<file path="src/rtl/guarded_ctrl_reg_pkg.sv">
// Shared types for the guarded control register.
// Assumes: nothing beyond IEEE 1800-2017 packed types.
package guarded_ctrl_reg_pkg;

    // Source chosen for one group of bits in a cycle.
    typedef enum logic [1:0] {
        SRC_HOLD = 2'd0,
        SRC_FU   = 2'd1,
        SRC_HW   = 2'd2
    } src_sel_e;

    // Per-cycle functional-unit access record.
    typedef struct packed {
        logic rd;
        logic wr;
    } acc_flags_t;

endpackage

</file>
<file path="src/rtl/gcr_merge.sv">
// Write merge: picks, for protected and writable bit groups separately,
// which source defines the next value. The priority variant is chosen at
// elaboration. Purely combinational; assumes the caller registers 'nxt'.
module gcr_merge
    import guarded_ctrl_reg_pkg::*;
#(
    parameter int          WIDTH    = 32,
    parameter logic [WIDTH-1:0] RO_MASK = '0,
    parameter bit          FU_FIRST = 1'b1
) (
    input  logic [WIDTH-1:0] cur,
    input  logic             fu_wr,
    input  logic [WIDTH-1:0] fu_data,
    input  logic             hw_wr,
    input  logic [WIDTH-1:0] hw_data,
    output logic [WIDTH-1:0] nxt,
    output logic             upd
);
    localparam logic [WIDTH-1:0] RW_MASK = ~RO_MASK;

    src_sel_e         rw_sel;
    src_sel_e         ro_sel;
    logic [WIDTH-1:0] rw_val;
    logic [WIDTH-1:0] ro_val;

    generate
        if (FU_FIRST) begin : g_fu_first
            // Writable bits: functional unit beats the hardware port.
            always_comb begin
                if (fu_wr)      rw_sel = SRC_FU;
                else if (hw_wr) rw_sel = SRC_HW;
                else            rw_sel = SRC_HOLD;
            end
        end else begin : g_hw_first
            // Writable bits: hardware port beats the functional unit.
            always_comb begin
                if (hw_wr)      rw_sel = SRC_HW;
                else if (fu_wr) rw_sel = SRC_FU;
                else            rw_sel = SRC_HOLD;
            end
        end
    endgenerate

    // Protected bits: only the hardware port may change them.
    always_comb begin
        ro_sel = hw_wr ? SRC_HW : SRC_HOLD;
    end

    // Resolve the selected source of the writable group into a value.
    always_comb begin
        case (rw_sel)
            SRC_FU:  rw_val = fu_data;
            SRC_HW:  rw_val = hw_data;
            default: rw_val = cur;
        endcase
    end

    // Resolve the selected source of the protected group into a value.
    always_comb begin
        case (ro_sel)
            SRC_HW:  ro_val = hw_data;
            default: ro_val = cur;
        endcase
    end

    // Combine both groups under the mask and flag any change request.
    always_comb begin
        nxt = (rw_val & RW_MASK) | (ro_val & RO_MASK);
        upd = fu_wr | hw_wr;
    end
endmodule

</file>
<file path="src/rtl/gcr_store.sv">
// Value storage: a loadable register with synchronous active-low reset.
// Assumes 'upd' is low whenever 'nxt' must not be taken.
module gcr_store #(
    parameter int               WIDTH     = 32,
    parameter logic [WIDTH-1:0] RESET_VAL = '0
) (
    input  logic             clk,
    input  logic             rst_n,
    input  logic             upd,
    input  logic [WIDTH-1:0] nxt,
    output logic [WIDTH-1:0] q
);
    // Load the merged value when an update is requested.
    always_ff @(posedge clk) begin
        if (!rst_n)   q <= RESET_VAL;
        else if (upd) q <= nxt;
    end


    hold_when_idle_chk: assert property (@(posedge clk) disable iff (!rst_n)
        !upd |=> $stable(q));
endmodule

</file>
<file path="src/rtl/gcr_flags.sv">
// Access flag register: records this cycle's functional-unit read and
// write requests for the observation port. Synchronous active-low reset.
module gcr_flags
    import guarded_ctrl_reg_pkg::*;
(
    input  logic       clk,
    input  logic       rst_n,
    input  logic       fu_rd,
    input  logic       fu_wr,
    output acc_flags_t flags
);
    // Capture both requests each clock; clear them on reset.
    always_ff @(posedge clk) begin
        if (!rst_n) flags <= '0;
        else        flags <= '{rd: fu_rd, wr: fu_wr};
    end


    flags_idle_chk: assert property (@(posedge clk) disable iff (!rst_n)
        (!fu_rd && !fu_wr) |=> (flags == '0));

    flags_track_chk: assert property (@(posedge clk) disable iff (!rst_n)
        1'b1 |=> (flags.wr == $past(fu_wr) && flags.rd == $past(fu_rd)));
endmodule

</file>
<file path="src/rtl/guarded_ctrl_reg.sv">
// Guarded control register: one stored value with a masked functional-unit
// write port, a hardware update port, a pre-write read view, a registered
// observation view with access flags, and a raw peek view.
// Assumes a single clock and synchronous active-low reset; the mask and the
// priority are fixed at elaboration.
module guarded_ctrl_reg
    import guarded_ctrl_reg_pkg::*;
#(
    parameter int               WIDTH     = 32,
    parameter logic [WIDTH-1:0] RESET_VAL = 32'h0000_00AB,
    parameter logic [WIDTH-1:0] RO_MASK   = 32'h0000_000F,
    parameter bit               FU_FIRST  = 1'b1
) (
    input  logic             clk,
    input  logic             rst_n,
    input  logic             fu_wr_en,
    input  logic [WIDTH-1:0] fu_wr_data,
    input  logic             fu_rd_en,
    output logic [WIDTH-1:0] fu_rd_data,
    input  logic             hw_wr_en,
    input  logic [WIDTH-1:0] hw_wr_data,
    output logic [WIDTH-1:0] obs_data,
    output logic             obs_rd_flag,
    output logic             obs_wr_flag,
    output logic [WIDTH-1:0] peek_data
);
    localparam logic [WIDTH-1:0] RW_MASK = ~RO_MASK;

    logic [WIDTH-1:0] cur_q;
    logic [WIDTH-1:0] nxt_d;
    logic             upd_d;
    acc_flags_t       flags_q;

    gcr_merge #(
        .WIDTH   (WIDTH),
        .RO_MASK (RO_MASK),
        .FU_FIRST(FU_FIRST)
    ) i_merge (
        .cur     (cur_q),
        .fu_wr   (fu_wr_en),
        .fu_data (fu_wr_data),
        .hw_wr   (hw_wr_en),
        .hw_data (hw_wr_data),
        .nxt     (nxt_d),
        .upd     (upd_d)
    );

    gcr_store #(
        .WIDTH    (WIDTH),
        .RESET_VAL(RESET_VAL)
    ) i_store (
        .clk  (clk),
        .rst_n(rst_n),
        .upd  (upd_d),
        .nxt  (nxt_d),
        .q    (cur_q)
    );

    gcr_flags i_flags (
        .clk  (clk),
        .rst_n(rst_n),
        .fu_rd(fu_rd_en),
        .fu_wr(fu_wr_en),
        .flags(flags_q)
    );

    // Drive the three read views from storage, flags and pending write.
    always_comb begin
        fu_rd_data  = cur_q;
        obs_data    = cur_q;
        obs_rd_flag = flags_q.rd;
        obs_wr_flag = flags_q.wr;
        peek_data   = fu_wr_en ? fu_wr_data : cur_q;
    end


    ro_kept_chk: assert property (@(posedge clk) disable iff (!rst_n)
        (fu_wr_en && !hw_wr_en) |=> ((obs_data & RO_MASK) == $past(obs_data & RO_MASK)));


    ro_from_hw_chk: assert property (@(posedge clk) disable iff (!rst_n)
        hw_wr_en |=> ((obs_data & RO_MASK) == $past(hw_wr_data & RO_MASK)));

    generate
        if (FU_FIRST) begin : g_chk_fu

            fu_wins_chk: assert property (@(posedge clk) disable iff (!rst_n)
                fu_wr_en |=> ((obs_data & RW_MASK) == $past(fu_wr_data & RW_MASK)));
        end else begin : g_chk_hw

            hw_wins_chk: assert property (@(posedge clk) disable iff (!rst_n)
                hw_wr_en |=> (obs_data == $past(hw_wr_data)));
        end
    endgenerate
endmodule

</file>
<file path="config.mk">
export PLATFORM = sky130hd
export DESIGN_NAME = guarded_ctrl_reg
export DESIGN_NICKNAME = d
export VERILOG_FILES = /design/src/rtl/guarded_ctrl_reg_pkg.sv /design/src/rtl/gcr_merge.sv /design/src/rtl/gcr_store.sv /design/src/rtl/gcr_flags.sv /design/src/rtl/guarded_ctrl_reg.sv
export SDC_FILE = /design/constraint.sdc
export NUM_CORES = 1
export LEC_CHECK = 0
export BUFFER_PORTS_ARGS = -buffer_cell sky130_fd_sc_hd__buf_4
export CORE_MARGIN = 10
export CORE_UTILIZATION = 37
export DETAILED_ROUTE_END_ITERATION = 8
export PLACE_DENSITY = 0.8
export SETUP_SLACK_MARGIN = 0.2
export SLEW_MARGIN = 20
export SYNTH_ARGS = -nofsm -noshare
export SYNTH_HDL_FRONTEND = slang
export SYNTH_SLANG_ARGS = --single-unit
</file>
<file path="constraint.sdc">
create_clock -name clk -period 0.95 [get_ports clk]
set_input_delay 0.095 -clock clk [delete_from_list [all_inputs] [get_ports clk]]
set_output_delay 0.095 -clock clk [all_outputs]
set_load 0.005 [all_outputs]
</file>
Word-level counts from Yosys, hierarchy flattened
Cells that the tools add are included.
{ "classes": {"n_eq_ne": 3, "n_mux": 5, "bitwise_logic": 2} }
{ "op_table": {"columns": ["cell", "count"], "rows": [
  ["$pmux W32 S2", 1],
  ["$mux W32", 1],
  ["$or A32 B4 Y32", 1],
  ["$eq A2 B2 Y1 const B", 2],
  ["$mux W2", 2],
  ["$mux W4", 1],
  ["$eq A2 B1 Y1 const B", 1],
  ["$or A1 B1 Y1", 1]
]} }
{ "word_totals": {"reg_bits": 34, "output_inout_bits": 98, "elab_cells": 13} }

Longest topological paths before layout
Gate-level depths: netlist (run 1).
{ "logic_depth": {"depth_word": 5, "mapped_depth": 4, "depth_no_buf": 2} }

By module
From an unflattened synthesis (run 1), not the netlist that was laid out.
{ "hier_totals": {"cells_unflattened": 274, "hier_area_um2": 2735.1} }
{ "by_module_without_submodules": {"columns": ["mod", "n_inst", "cells_each", "area_each_um2", "seq_area_each_um2"], "rows": [
  ["gcr_store", 1, 103, 1231.2, 640.6],
  ["guarded_ctrl_reg", 1, 68, 784.5, 0.0],
  ["gcr_merge", 1, 99, 666.9, 0.0],
  ["gcr_flags", 1, 4, 52.6, 40.0]
]} }

Worst setup path before layout (run 1)
No wires, ideal clock.
{ "synth_path": {"path_type": "input -> register", "start": "input port hw_wr_en", "end": "register (tool-made name)", "setup_ns": 0.116, "arrival_ns": 0.829, "t_required_ns": 0.834, "setup_slack_ns": 0.005, "cell_stages": 4, "path_cell_list": "buf_6 buf_12 mux2_4 o211a_1"} }
{ "synth_lines": {"columns": ["element", "line_no", "rtl"], "rows": [
  ["start, declared", "guarded_ctrl_reg.sv:20", "input logic hw_wr_en,"]
]} }

==> results.toml, run 1 <==
[grt]
grt.overflow.total = 0
grt_antenna_before_repair = 0
grt_max_degree = 25
grt_pass1_vias = 2526
grtUsageTotal_pct = 15.4
grt_pass1_wl_um = 12600

[cts]
tritoncts = "built"
clk_pin_slew_ps = 70
ctsHoldBuffers = 0
clock_tree.root_cell = "sky130_fd_sc_hd__clkbuf_8"
clock_tree.htree_level_count = 2
cts_buffer_depth = 2
numCtsBuffers = 5
clock_network_latency_to_the_later_pin_of_the_worst_skew_pair_ps = 280
cts_sinks = 34

[sta]
report.final.hold_viol_count = 0
setup_slack_of_the_critical_path_after_layout_ps = -148
relSlewSlack_pct = 84.9
clock-skew-final_ps = 0
layout_min_cycle_time_ps = 1100
setup-violations-final = 71
fin_crit_sh_pct = 116
tightest_slew_ps = 227
max_slew_vio_count = 0
rsz0062_at_grt = "true"
clock.fmax_ghz = 0.911

[power]
sequentialPowerShare_pct = 33.1
power.density_cell_area_nw_per_um2 = 1090
design_power_total_mw = 4.94
cellLeakagePower_nw = 2.46
gate_power_share_pct = 41.7
power_switching_mw = 1.24
vdd_drop_max_uv = 565
clockPowerShare_pct = 25.2
power.share.switching_pct = 25.2
power_report.internal_total_mw = 3.70

[worst_hold_path]
hold_path_class = "in2reg"

[routing]
drt-total-wl_um = 9050
wl_per_cell_um = 19.5
detail_route.wirelength.met1_um = 3350
routed.top_layer = "met4"
drt_drc_violations_left = 0
vias_per_cell = 4.86
routed-via-count = 2259
detailedRoute.firstIterationViolations = 39
met2WireLength_um = 4780
wl_met3_um = 819
route.antenna.remaining_nets = 0
detail_route.first_pass.iterations = 4

[worst_setup_path]
cp_data_required_time_ps = 850
critPathArrivalTime_ps = 1000
critical_path_end_type = "output pin"
crit_slowest_cell = "sky130_fd_sc_hd__dfxtp_2"
crit_path_max_fanout = 2
crit_family = "flip-flops"
worst-path-buf-inv = 1
cp_cell_sequence = "mux2_2 > buf_6"
critPathLaunchType = "flip-flop"
worst-setup-path-type = "reg2out"
critPathMaxStageDelay_ps = 330

[synthesis]
register_bit_count_reported_by_yosys = 34
syn-cell-area_um2 = 2350
postSynthNetCount = 280
post_synth_num_cell_types = 17
yosys_warnings = 0
seq_area_frac_synth_pct = 28.9
syn_avg_cell_area_um2 = 11.1
synthCells = 211

[floorplanning]
die_h_um = 99.7
start_util_pct = 38.8
cell_rows = 28
die-area_um2 = 9950
total_core_area_um2 = 6060
dieWidth_um = 99.7
io_pins = 167

[cells_and_area]
final_layout_size_suffix_gt1_share_pct = 82.3
post_layout_utilization_of_the_core_pct = 74.9
nNetsFinal = 458
antenna_cells_inserted = 0
area_delta_synth_final_pct = 93.0

[place]
numPortBuffers = 166
globalplace.congestion = 0.724
dp.final_hpwl_um = 6160
place_worst_setup_slack_ps = -92.8

[run_status]
status = "complete, but fails checks"
failed_checks = "negative setup slack"

[flow_run]
maxCapViolations = 0
-- per-stage QoR --
| stage | instance area [um2] | setup TNS, ps | std cells | hold WS, ps |
|---|---|---|---|---|
| 4_1_cts | 4290 | -6790 | 461 | 20.8 |
| 2_1_floorplan | 2510 | 0 | 211 | 222 |
| 3_5_place_dp | 3620 | -3080 | 420 | 315 |
| 6_report | 4540 | -6930 | 465 | 25.1 |
| 3_3_place_gp | 3620 | -2420 | 420 | 304 |
| 5_1_grt | 4540 | -9600 | 465 | 22.9 |
-- layer usage --
layer / vias up / global-route usage (%)
li1: 1060 / -
met1: 1081 / 15.0
met2: 110 / 28.9
met5: - / 0
met4: 0 / 4.41
met3: 8 / 6.44
-- cells by family after synthesis --
group	count (synthesis)	synth area share (%)
buffers and inverters	50	16.0
AOI/OAI and AO/OA	28	11.5
muxes	64	34.1
DFF	34	28.9
and+or+nand+nor	35	9.41
-- power groups by stage --
stage | Clock (mW) | Combinational (mW) | Sequential [mW]
after floorplan | 0 | 0.824 | 1.66
after global placement | 0 | 1.49 | 1.67
after detailed placement | 0 | 1.52 | 1.67
after CTS | 1.26 | 1.91 | 1.61
after global routing | 1.36 | 2.19 | 1.64
final | 1.24 | 2.06 | 1.63
-- timing repair --
item | CTS | global route
setup endpoints to repair | 124 | 130
resized for setup | 104 | 60
pin swaps | 4 | 14
buffers inserted | 33 | 4
hold endpoints to repair | 0 | 0
-- layout by cell type, fill, tap and decap left out, drive strengths merged --
cell	netlist	final
and3b	2	2
mux2i	6	6
buf	44	221
dfxtp	34	34
clkbuf	6	8
nor2b	2	2
and2	2	2
o211a	26	26
nand2	3	3
mux2	58	58
nand2b	22	22
or2b	4	4
a21oi	2	2
-- cell usage after synthesis --
| master | instances | area, um2 |
|---|---|---|
| sky130_fd_sc_hd__clkbuf_1 | 6 | 22.5 |
| sky130_fd_sc_hd__dfxtp_1 | 34 | 681 |
| sky130_fd_sc_hd__mux2_4 | 24 | 360 |
| sky130_fd_sc_hd__buf_4 | 33 | 248 |
| sky130_fd_sc_hd__o211a_1 | 26 | 260 |
| sky130_fd_sc_hd__buf_2 | 7 | 35.0 |
| sky130_fd_sc_hd__buf_6 | 1 | 11.3 |
| sky130_fd_sc_hd__nand2b_1 | 22 | 138 |
| sky130_fd_sc_hd__mux2_2 | 34 | 383 |
| sky130_fd_sc_hd__mux2i_1 | 6 | 60.1 |
| sky130_fd_sc_hd__nand2_1 | 3 | 11.3 |
| sky130_fd_sc_hd__or2b_1 | 4 | 30.0 |
| sky130_fd_sc_hd__a21oi_1 | 2 | 10.0 |
| sky130_fd_sc_hd__and2_1 | 2 | 12.5 |
| sky130_fd_sc_hd__buf_12 | 3 | 60.1 |
| sky130_fd_sc_hd__and3b_1 | 2 | 17.5 |
| sky130_fd_sc_hd__nor2b_1 | 2 | 12.5 |
-- cell type report --
class,instances,area (um2)
timing repair buffer,221,2210
clock buffer,8,110
fill,392,1520
sequential,34,723
multi-input combinational,127,1410
tap,75,93.8
-- worst register-to-register path: cells and delay by family (launching register included) --
family / cells / cell delay (ps)
AO/OA/AOI/OAI: 1 / 230
buffers and inverters: 1 / 120
flip-flops: 1 / 330
multiplexers: 1 / 260
-- final timing paths --
kind | start | end | slack [ps] | cells after the start
worst max-delay path | flip-flop | peek_data[13] | -150 | 2
worst min register to register | flip-flop | flip-flop | 590 | 3
worst max register to register | flip-flop | flip-flop | -100 | 3
worst min-delay path | fu_rd_en | i_flags.flags[1] | 30 | 2
(Power assumes the default switching activity.)
==> run 2, diff against run 1 <==
GPL_TIMING_DRIVEN = 0   (was not set)
==> results.toml, run 2 (synthesis results as in run 1) <==
[cts]
numCtsBuffers = 5
ctsHoldBuffers = 0
cts_sinks = 34
tritoncts = "built"
cts_buffer_depth = 2
clock_tree.htree_level_count = 2
clock_network_latency_to_the_later_pin_of_the_worst_skew_pair_ps = 280
clock_tree.root_cell = "sky130_fd_sc_hd__clkbuf_8"
clk_pin_slew_ps = 70

[floorplanning]
cell_rows = 28
total_core_area_um2 = 6060
die_h_um = 99.7
dieWidth_um = 99.7
io_pins = 167
start_util_pct = 38.8
die-area_um2 = 9950

[grt]
grt_pass1_wl_um = 14900
grtUsageTotal_pct = 18.4
grt_antenna_before_repair = 0
grt.overflow.total = 0
grt_max_degree = 11
grt_pass1_vias = 2748

[cells_and_area]
area_delta_synth_final_pct = 109
finish.instance_area_um2 = 4900
final_layout_size_suffix_gt1_share_pct = 82.3
nNetsFinal = 492
finalNonFillerCells = 499
mostFrequentLayoutCell = "sky130_fd_sc_hd__buf_6"
post_layout_utilization_of_the_core_pct = 80.9
layout_common_cells = "sky130_fd_sc_hd__buf_6, sky130_fd_sc_hd__buf_4, sky130_fd_sc_hd__mux2_4"
antenna_cells_inserted = 0

[power]
vdd_drop_max_uv = 671
cellLeakagePower_nw = 2.64
power.density_cell_area_nw_per_um2 = 1030
design_power_total_mw = 5.06

[place]
globalplace.congestion = 0.741
place_worst_setup_slack_ps = -194
cell_total_after_placement = 449
placement_stage_cell_area_um2 = 3830
dp.final_hpwl_um = 6740
numPortBuffers = 163

[sta]
rsz0062_at_grt = "true"
tightest_slew_ps = 566
max_slew_vio_count = 0
layout_min_cycle_time_ps = 1120
report.final.hold_viol_count = 0
timing.setup.tns_ps = -8400
setup-violations-final = 80
relSlewSlack_pct = 62.3
clock-skew-final_ps = 0
clock.fmax_ghz = 0.896
setup_slack_of_the_critical_path_after_layout_ps = -166
hold_ws_ps = 23.6
fin_crit_sh_pct = 117

[worst_setup_path]
crit_path_max_fanout = 3
worst-setup-path-type = "reg2out"
cp_data_required_time_ps = 850
worst-path-stages = 2
crit_slowest_cell = "sky130_fd_sc_hd__dfxtp_2"
crit_family = "flip-flops"
critPathArrivalTime_ps = 1020
critPathLaunchType = "flip-flop"
cp_cell_sequence = "mux2_2 > buf_6"
worst-path-buf-inv = 1
critPathMaxStageDelay_ps = 340
critical_path_end_type = "output pin"
ff2ff_path_depth = 3

[run_status]
failed_checks = "negative setup slack"
status = "complete, but fails checks"

[routing]
wl_per_cell_um = 19.5
detail_route.first_pass.iterations = 4
routed-via-count = 2399
drt-total-wl_um = 9750
route.antenna.remaining_nets = 0
drt_drc_violations_left = 0
vias_per_cell = 4.81
detailedRoute.firstIterationViolations = 36

[worst_hold_path]
hold_path_class = "in2reg"
min_path_cells = 2

[flow_run]
maxCapViolations = 0
run 2: final cells by class:
type | count | area, um2
Buffer | 50 | 547
Clock buffer | 7 | 86.3
Clock inverter | 1 | 5.00
Fill cell | 357 | 1160
Multi-Input combinational cell | 127 | 1400
Sequential cell | 34 | 723
Tap cell | 75 | 93.8
Timing Repair Buffer | 205 | 2050
run 2: timing repair:
action	CTS	global route
pin swaps	2	4
endpoints found under the hold margin	0	0
endpoints found under the setup margin	124	130
buffers inserted	40	2
gates resized for setup	192	10
run 2: per-layer routing:
metal / share of wire (%) / up-vias / track usage (%)
li1: - / 1130 / -
met5: 0 / - / 0
met3: 10 / 12 / 8.72
met4: 1.5 / 0 / 3.86
met2: 53 / 116 / 34.0
met1: 36 / 1141 / 18.2
run 2: worst paths after layout:
kind / from / endpoint / slack (ps)
setup / recovery: flip-flop / peek_data[14] / -170
hold / removal: fu_rd_en / i_flags.flags[1] / 20
setup reg to reg: flip-flop / flip-flop / -90
hold reg to reg: flip-flop / flip-flop / 580
run 2: report_power, final:
group          switching (mW)  internal [mW]
sequential             0.0975           1.55
clock                   0.540          0.585
combinational           0.697           1.59
total                    1.34           3.73
